File: src/rtl/vmp_pkg.sv
package vmp_pkg;
  localparam int BYTE_W   = 8;
  localparam int PTR_W    = 16;
  localparam int SMALL_AW = 14;
  localparam int SEL_W    = 5;
  localparam int RDY_BIT  = 7;

  localparam logic [SEL_W-1:0] REG_PTR_HI = 5'd18;
  localparam logic [SEL_W-1:0] REG_PTR_LO = 5'd19;
  localparam logic [SEL_W-1:0] REG_CFG    = 5'd28;
  localparam logic [SEL_W-1:0] REG_WINDOW = 5'd31;

  localparam logic [BYTE_W-1:0] UNMAPPED_RD = 8'hFF;

  typedef struct packed {
    logic              en;
    logic              we;
    logic [PTR_W-1:0]  addr;
    logic [BYTE_W-1:0] wdata;
  } vram_req_t;
endpackage

File: src/rtl/vmp_busy_timer.sv
module vmp_busy_timer #(
  parameter int BUSY_CYC = 4
) (
  input  logic clk,
  input  logic rst_n,
  input  logic start,
  output logic ready
);
  localparam int CW = $clog2(BUSY_CYC + 1);

  logic [CW-1:0] cnt_q;

  always_ff @(posedge clk) begin
    if (!rst_n)            cnt_q <= '0;
    else if (start)        cnt_q <= CW'(BUSY_CYC);
    else if (cnt_q != '0)  cnt_q <= cnt_q - 1'b1;
  end

  assign ready = (cnt_q == '0);

  initial begin
    if (BUSY_CYC < 2) $error("BUSY_CYC must cover the two-cycle RAM read");
  end

  p_start_drops_r3: assert property (@(posedge clk) disable iff (!rst_n)
    start |=> !ready);
  p_idle_stays_r3: assert property (@(posedge clk) disable iff (!rst_n)
    (ready && !start) |=> ready);
endmodule

File: src/rtl/vmp_ptr_unit.sv
module vmp_ptr_unit
  import vmp_pkg::*;
(
  input  logic              clk,
  input  logic              rst_n,
  input  logic              wr_hi,
  input  logic              wr_lo,
  input  logic              step,
  input  logic [BYTE_W-1:0] wdata,
  output logic [PTR_W-1:0]  ptr
);
  always_ff @(posedge clk) begin
    if (!rst_n) begin
      ptr <= '0;
    end else if (step) begin
      ptr <= ptr + 1'b1;
    end else begin
      if (wr_hi) ptr[PTR_W-1:BYTE_W] <= wdata;
      if (wr_lo) ptr[BYTE_W-1:0]     <= wdata;
    end
  end

  p_step_wraps_r10: assert property (@(posedge clk) disable iff (!rst_n)
    step |=> ptr == PTR_W'($past(ptr) + 1));
  p_hold_r10: assert property (@(posedge clk) disable iff (!rst_n)
    !(step || wr_hi || wr_lo) |=> $stable(ptr));
endmodule

File: src/rtl/vmp_addr_map.sv
module vmp_addr_map
  import vmp_pkg::*;
#(
  parameter bit FIT_LARGE = 1'b0
) (
  input  logic [PTR_W-1:0] ptr,
  input  logic             large_mode,
  output logic [PTR_W-1:0] phys
);
  localparam int HI_W  = SMALL_AW - BYTE_W;
  localparam int PAD_W = PTR_W - SMALL_AW;

  logic [PTR_W-1:0] small_addr;
  assign small_addr = {{PAD_W{1'b0}}, ptr[SMALL_AW-1:0]};

  generate
    if (FIT_LARGE) begin : g_big
      assign phys = large_mode ? ptr : small_addr;
      logic unused_top;
      assign unused_top = 1'b0;
    end else begin : g_small
      logic [PTR_W-1:0] fold_addr;
      assign fold_addr = {{PAD_W{1'b0}}, ptr[BYTE_W+HI_W:BYTE_W+1], ptr[BYTE_W-1:0]};
      assign phys = large_mode ? fold_addr : small_addr;
      logic unused_top;
      assign unused_top = ptr[PTR_W-1];
    end
  endgenerate
endmodule

File: src/rtl/vmem_reg_port.sv
module vmem_reg_port
  import vmp_pkg::*;
#(
  parameter bit FIT_LARGE = 1'b0,
  parameter int BUSY_CYC  = 4
) (
  input  logic        clk,
  input  logic        rst_n,
  input  logic        host_valid,
  input  logic        host_write,
  input  logic        host_port,
  input  logic [7:0]  host_wdata,
  output logic [7:0]  host_rdata,
  output logic        vram_en,
  output logic        vram_we,
  output logic [15:0] vram_addr,
  output logic [7:0]  vram_wdata,
  input  logic [7:0]  vram_rdata
);
  logic              ready;
  logic [SEL_W-1:0]  sel_q;
  logic [3:0]        cfg_q;
  logic [BYTE_W-1:0] hold_q;
  logic              cap_q;
  logic [PTR_W-1:0]  ptr;
  logic [PTR_W-1:0]  phys;
  vram_req_t         req_q;
  logic [BYTE_W-1:0] reg_rd;

  // accepted host actions; a plain status look needs no strobe
  logic take, sel_wr, dat_acc, win_acc;
  assign take    = host_valid && ready && (host_write || host_port);
  assign sel_wr  = take && !host_port;
  assign dat_acc = take && host_port;
  assign win_acc = dat_acc && (sel_q == REG_WINDOW);

  vmp_busy_timer #(.BUSY_CYC(BUSY_CYC)) busy_i (
    .clk(clk), .rst_n(rst_n), .start(take), .ready(ready)
  );

  vmp_ptr_unit ptr_i (
    .clk(clk), .rst_n(rst_n),
    .wr_hi(dat_acc && host_write && sel_q == REG_PTR_HI),
    .wr_lo(dat_acc && host_write && sel_q == REG_PTR_LO),
    .step(win_acc), .wdata(host_wdata), .ptr(ptr)
  );

  vmp_addr_map #(.FIT_LARGE(FIT_LARGE)) map_i (
    .ptr(ptr), .large_mode(cfg_q[0]), .phys(phys)
  );

  always_comb begin
    unique case (sel_q)
      REG_PTR_HI: reg_rd = ptr[PTR_W-1:BYTE_W];
      REG_PTR_LO: reg_rd = ptr[BYTE_W-1:0];
      REG_CFG:    reg_rd = {cfg_q, 4'b0000};
      default:    reg_rd = UNMAPPED_RD;
    endcase
  end

  always_ff @(posedge clk) begin
    if (!rst_n) begin
      sel_q  <= '0;
      cfg_q  <= '0;
      hold_q <= '0;
      cap_q  <= 1'b0;
      req_q  <= '0;
    end else begin
      if (sel_wr) sel_q <= host_wdata[SEL_W-1:0];
      if (dat_acc && host_write && sel_q == REG_CFG) cfg_q <= host_wdata[7:4];
      req_q.en    <= win_acc;
      req_q.we    <= host_write;
      req_q.addr  <= phys;
      req_q.wdata <= host_wdata;
      cap_q       <= req_q.en && !req_q.we;
      if (cap_q)                                   hold_q <= vram_rdata;
      else if (dat_acc && !host_write && !win_acc) hold_q <= reg_rd;
    end
  end

  assign vram_en    = req_q.en;
  assign vram_we    = req_q.we;
  assign vram_addr  = req_q.addr;
  assign vram_wdata = req_q.wdata;
  assign host_rdata = host_port ? hold_q : {ready, {RDY_BIT{1'b0}}};

  p_busy_ignores_r4: assert property (@(posedge clk) disable iff (!rst_n)
    (host_valid && !ready && (host_write || host_port))
      |=> ($stable(sel_q) && $stable(cfg_q) && $stable(ptr) && !vram_en));
  p_single_req_r8: assert property (@(posedge clk) disable iff (!rst_n)
    vram_en |=> !vram_en);
  p_req_while_busy_r3: assert property (@(posedge clk) disable iff (!rst_n)
    vram_en |-> !ready);

  generate
    if (!FIT_LARGE) begin : g_chk_small
      p_small_range_r11: assert property (@(posedge clk) disable iff (!rst_n)
        vram_en |-> (vram_addr[15:14] == 2'b00));
      p_fold_low_r12: assert property (@(posedge clk) disable iff (!rst_n)
        (vram_en && cfg_q[0]) |-> (vram_addr[7:0] == $past(ptr[7:0])));
    end
  endgenerate
endmodule

File: config.mk
export PLATFORM = sky130hd
export DESIGN_NAME = vmem_reg_port
export DESIGN_NICKNAME = d
export VERILOG_FILES = /design/src/rtl/vmp_pkg.sv /design/src/rtl/vmp_busy_timer.sv /design/src/rtl/vmp_ptr_unit.sv /design/src/rtl/vmp_addr_map.sv /design/src/rtl/vmem_reg_port.sv
export SDC_FILE = /design/constraint.sdc
export NUM_CORES = 1
export LEC_CHECK = 0
export BUFFER_PORTS_ARGS = -buffer_cell sky130_fd_sc_hd__buf_2
export CORE_MARGIN = 4
export CORE_UTILIZATION = 45
export CTS_CLUSTER_SIZE = 24
export DETAILED_ROUTE_END_ITERATION = 12
export GPL_TIMING_DRIVEN = 0
export PLACE_DENSITY = 0.67
export RECOVER_POWER = 100
export SYNTH_ARGS = -nofsm -noshare
export SYNTH_HDL_FRONTEND = slang
export SYNTH_SLANG_ARGS = --single-unit
File: constraint.sdc
create_clock -name clk -period 6.2 [get_ports clk]
set_input_delay 1.86 -clock clk [delete_from_list [all_inputs] [get_ports clk]]
set_output_delay 1.86 -clock clk [all_outputs]
set_load 0.05 [all_outputs]
==> results.yml <==
outcome:
  failed_checks: "capacitance limit"
  outcome: "complete, but fails checks"
setup_path:
  critical_path.startpoint_type: "input port"
  worst_path_max_delay_cell: "sky130_fd_sc_hd__clkbuf_1"
  worst-endpoint-required_ns: 4.34
  reg2regPathDepth: 8
  worst-r2r-setup-slack_ns: 3.17
  slowest_delay_ns: 0.46
  timing.critical_path.arrival_ns: 2.94
  critical_path.cell_chain: "buf_2 -> clkbuf_1 -> mux2_2 -> clkbuf_1"
  critical_path_capture_point_type: "primary output"
  critical_path.reg2reg.endpoint: "ptr_i.ptr[5]"
  cp_max_fo: 10
  rr_startpoint: "busy_i.cnt_q[0]"
  crit_path_frequent_cell: "sky130_fd_sc_hd__clkbuf_1"
  worst_setup_path_category: "input port to primary output"
clock_tree:
  postCtsSetupBuffers: 0
  cts.clk_slew.worst_paths_ns: 0.06
  ctsLongestPathBuffers: 2
  cts_h_tree_depth: 3
  clk_root_buffer_cell: "sky130_fd_sc_hd__clkbuf_8"
  holdBufCountCts: 0
  tritoncts: "built"
  cts_num_sinks: 61
  skew_pair_late_insertion_delay_ns: 0.34
  cts_made_buffers: 9
  cts_resized: 0
floorplanning:
  floorplan.rows: 28
  die_width_um: 86.3
  floorplan.io_pins: 55
  fp.coreArea_mm2: 0.00592
  die_height_um: 86.3
  initial_utilization: 0.466
  die_area_mm2: 0.00745
min_path:
  min_delay_worst_endpoint: "cap_q"
  hold_sp: "vram_we"
  min_path_cells: 1
  hold_path.class: "flop to flop"
sta:
  max_freq_ghz: 0.208
  worst_pin_slew_ns: 1.48
  maxSlewViolCount: 0
  maxSlewHeadroom: 0.00497
  setup_viol_count_final: 0
  period_share: 0.774
  layout_min_cycle_time_ns: 4.80
  worst_hold_slack_ns: 0.426
  clock-skew-final_ns: 0.00820
  finalHoldViolations: 0
  final.setup.tns_ns: 0
  rsz0062_at_grt: "false"
global_routing:
  grt_pass1_vias: 2347
  grt_remaining_overflow: 0
  grt_first_pass_wirelength_um: 11900
  grt_usage: 0.211
  number_of_antenna_violations_at_the_first_check_in_global_routing: 0
  largest_net_degree_at_the_start_of_global_routing: 11
pwr:
  p_seq_frac: 0.488
  share_of_power_burned_in_the_clock_network: 0.330
  internal_pwr_total_w: 0.000599
  static-leakage-power_nw: 1.20
  worst_ir_drop_vdd_mv: 0.144
  power_density_mw_per_mm2: 271
  net_switching_w: 0.000267
  power.share.switching: 0.309
  power_share_of_the_combinational_group: 0.182
layout:
  area_occupied_by_multi_input_gates_mm2: 0.00140
  area.growth.synth_to_final_pct: 15.7
  final_area_mm2: 0.00319
  final-seq-area_mm2: 0.00122
  drive_gt1_frac: 0.118
  ant_diodes: 0
  nets: 396
  fillers: 598
synth:
  synth_edf_count: 0
  synth_top_area_cell: "sky130_fd_sc_hd__dfxtp_1"
  synth.distinct_cells: 53
  synth_top_flop_cell: "sky130_fd_sc_hd__dfxtp_1"
  seq_area_frac_synth: 0.443
  synth_top_area_frac: 0.443
  syn-instance-count: 307
  syn-mean-instance-area_um2: 8.99
  yosysWarnings: 0
  synth.cell_area_mm2: 0.00276
  synth.ff_latch_count: 61
  synth-async-reset-ratio: 0
  ys_top_cells_by_area: "sky130_fd_sc_hd__dfxtp_1 44%, sky130_fd_sc_hd__mux2i_1 6.2%, sky130_fd_sc_hd__and2_1 5.2%, sky130_fd_sc_hd__nor2_1 4.4%, sky130_fd_sc_hd__a31oi_1 2.9%"
run:
  number_of_max_cap_violations: 1
placement:
  gp_congestion: 0.964
  standard_cell_area_after_detailed_placement_mm2: 0.00312
  hpwl_um: 5450
  port-buffer-count: 52
routing:
  viasPerCell: 5.73
  final_antenna_net_count: 0
  avgRoutedWirePerCell_um: 16.9
  wirelength_um: 7590
  dr_total_vias: 2574
  first_pass_drt_iterations: 4
  post-route-drc-count: 0
  dr.first_iter.drc_count: 206
-- synth_stat cells, drive strengths merged, types with 2 or more instances --
cell type / n
dfxtp: 61
nor2: 34
and2: 23
mux2i: 17
nand2: 16
a31oi: 13
nand3: 13
clkbuf: 12
nand4: 12
a21oi: 9
inv: 9
nor3: 8
buf: 7
o21ai: 7
a32oi: 6
a211oi: 4
a221oi: 4
and3: 4
ha: 4
nor4: 4
o221ai: 4
o22ai: 4
mux2: 3
or2: 3
and4: 2
nor3b: 2
or3: 2
-- worst max-delay path, delay by kind of cell --
kind | cells | cell delay (ns)
buf+inv | 3 | 0.87
mux | 1 | 0.22
-- cell usage in the layout (no fill, tap or decap), types with 2 or more instances in the layout --
cell type	count
sky130_fd_sc_hd__clkinv_2	3
sky130_fd_sc_hd__and2_0	8
sky130_fd_sc_hd__buf_4	2
sky130_fd_sc_hd__inv_1	9
sky130_fd_sc_hd__nand2_1	16
sky130_fd_sc_hd__mux2i_1	17
sky130_fd_sc_hd__nor2_1	33
sky130_fd_sc_hd__a32oi_1	6
sky130_fd_sc_hd__nand3_1	13
sky130_fd_sc_hd__and4_1	2
sky130_fd_sc_hd__a211oi_1	3
sky130_fd_sc_hd__and3_1	4
sky130_fd_sc_hd__or3_1	2
sky130_fd_sc_hd__a21oi_1	9
sky130_fd_sc_hd__and2_1	15
sky130_fd_sc_hd__nor4_1	4
sky130_fd_sc_hd__ha_1	4
sky130_fd_sc_hd__nor3_1	8
sky130_fd_sc_hd__or2_2	3
sky130_fd_sc_hd__clkbuf_1	52
sky130_fd_sc_hd__a221oi_1	4
sky130_fd_sc_hd__clkbuf_8	9
sky130_fd_sc_hd__o21ai_0	7
sky130_fd_sc_hd__conb_1	2
sky130_fd_sc_hd__o221ai_1	4
sky130_fd_sc_hd__buf_2	19
sky130_fd_sc_hd__a31oi_1	13
sky130_fd_sc_hd__nand4_1	12
sky130_fd_sc_hd__dfxtp_1	61
sky130_fd_sc_hd__o22ai_1	4
sky130_fd_sc_hd__mux2_2	3
-- how the worst max path moves through the flow --
stage | to | startpoint | depth (start not counted) | slack, ns
global placement | host_rdata[7] | host_port | 4 | 1.46
finish | host_rdata[7] | host_port | 4 | 1.40
floorplan | host_rdata[7] | host_port | 2 | 1.81
global route | host_rdata[7] | host_port | 4 | 1.28
CTS | host_rdata[7] | host_port | 4 | 1.46
detailed placement | host_rdata[7] | host_port | 4 | 1.46
-- through the flow --
stage	instances	total power (W)	setup WS, ns	utilization
floorplan	308	0.000552	1.81	-
global placement	435	0.000590	1.46	0.526
detailed placement	435	0.000595	1.46	0.526
CTS	449	0.000877	1.46	0.551
global route	449	0.000910	1.28	0.539
finish	449	0.000866	1.40	0.539
-- area by class of cell --
class / count / share of cell area
Clock inverter: 3 / 0.00470
Buffer: 19 / 0.0255
Inverter: 10 / 0.0118
Sequential cell: 61 / 0.382
Tap cell: 75 / 0.0294
Multi-Input combinational cell: 218 / 0.437
Timing Repair Buffer: 52 / 0.0678
Clock buffer: 11 / 0.0411
-- power by group through the flow --
stage	combinational (W)	sequential [W]	clock (W)
final	0.000158	0.000422	0.000286
after global routing	0.000174	0.000424	0.000312
after CTS	0.000164	0.000422	0.000290
after detailed placement	0.000164	0.000431	0
after global placement	0.000160	0.000430	0
after floorplan	0.000112	0.000440	0
-- logic make-up after synthesis --
logic type,count (synthesis),synth area share
flip-flops,61,0.443
AND/OR/NAND/NOR,128,0.254
buffers and inverters,29,0.0444
adder cells (fa/ha/maj),4,0.0181
AO/OA/AOI/OAI,62,0.160
other,1,0.00136
multiplexers,20,0.0739
XOR/XNOR,2,0.00635
-- routing by layer --
metal | vias to the layer above | wire (um) | global-route usage
li1 | 1247 | - | -
met1 | 1205 | 3330 | 0.277
met2 | 110 | 3480 | 0.329
met3 | 12 | 626 | 0.0561
met4 | 0 | 158 | 0.0836
met5 | - | 0 | 0
-- registers in the layout (all words and copies together), names as in the netlist --
register and count:
cfg_q 4, vram_en 1, cap_q 1, vram_wdata 8
busy_i.cnt_q 3, ptr_i.ptr 16, vram_we 1, sel_q 5
vram_addr 14, hold_q 8
Power figures use the tool's default switching activity.
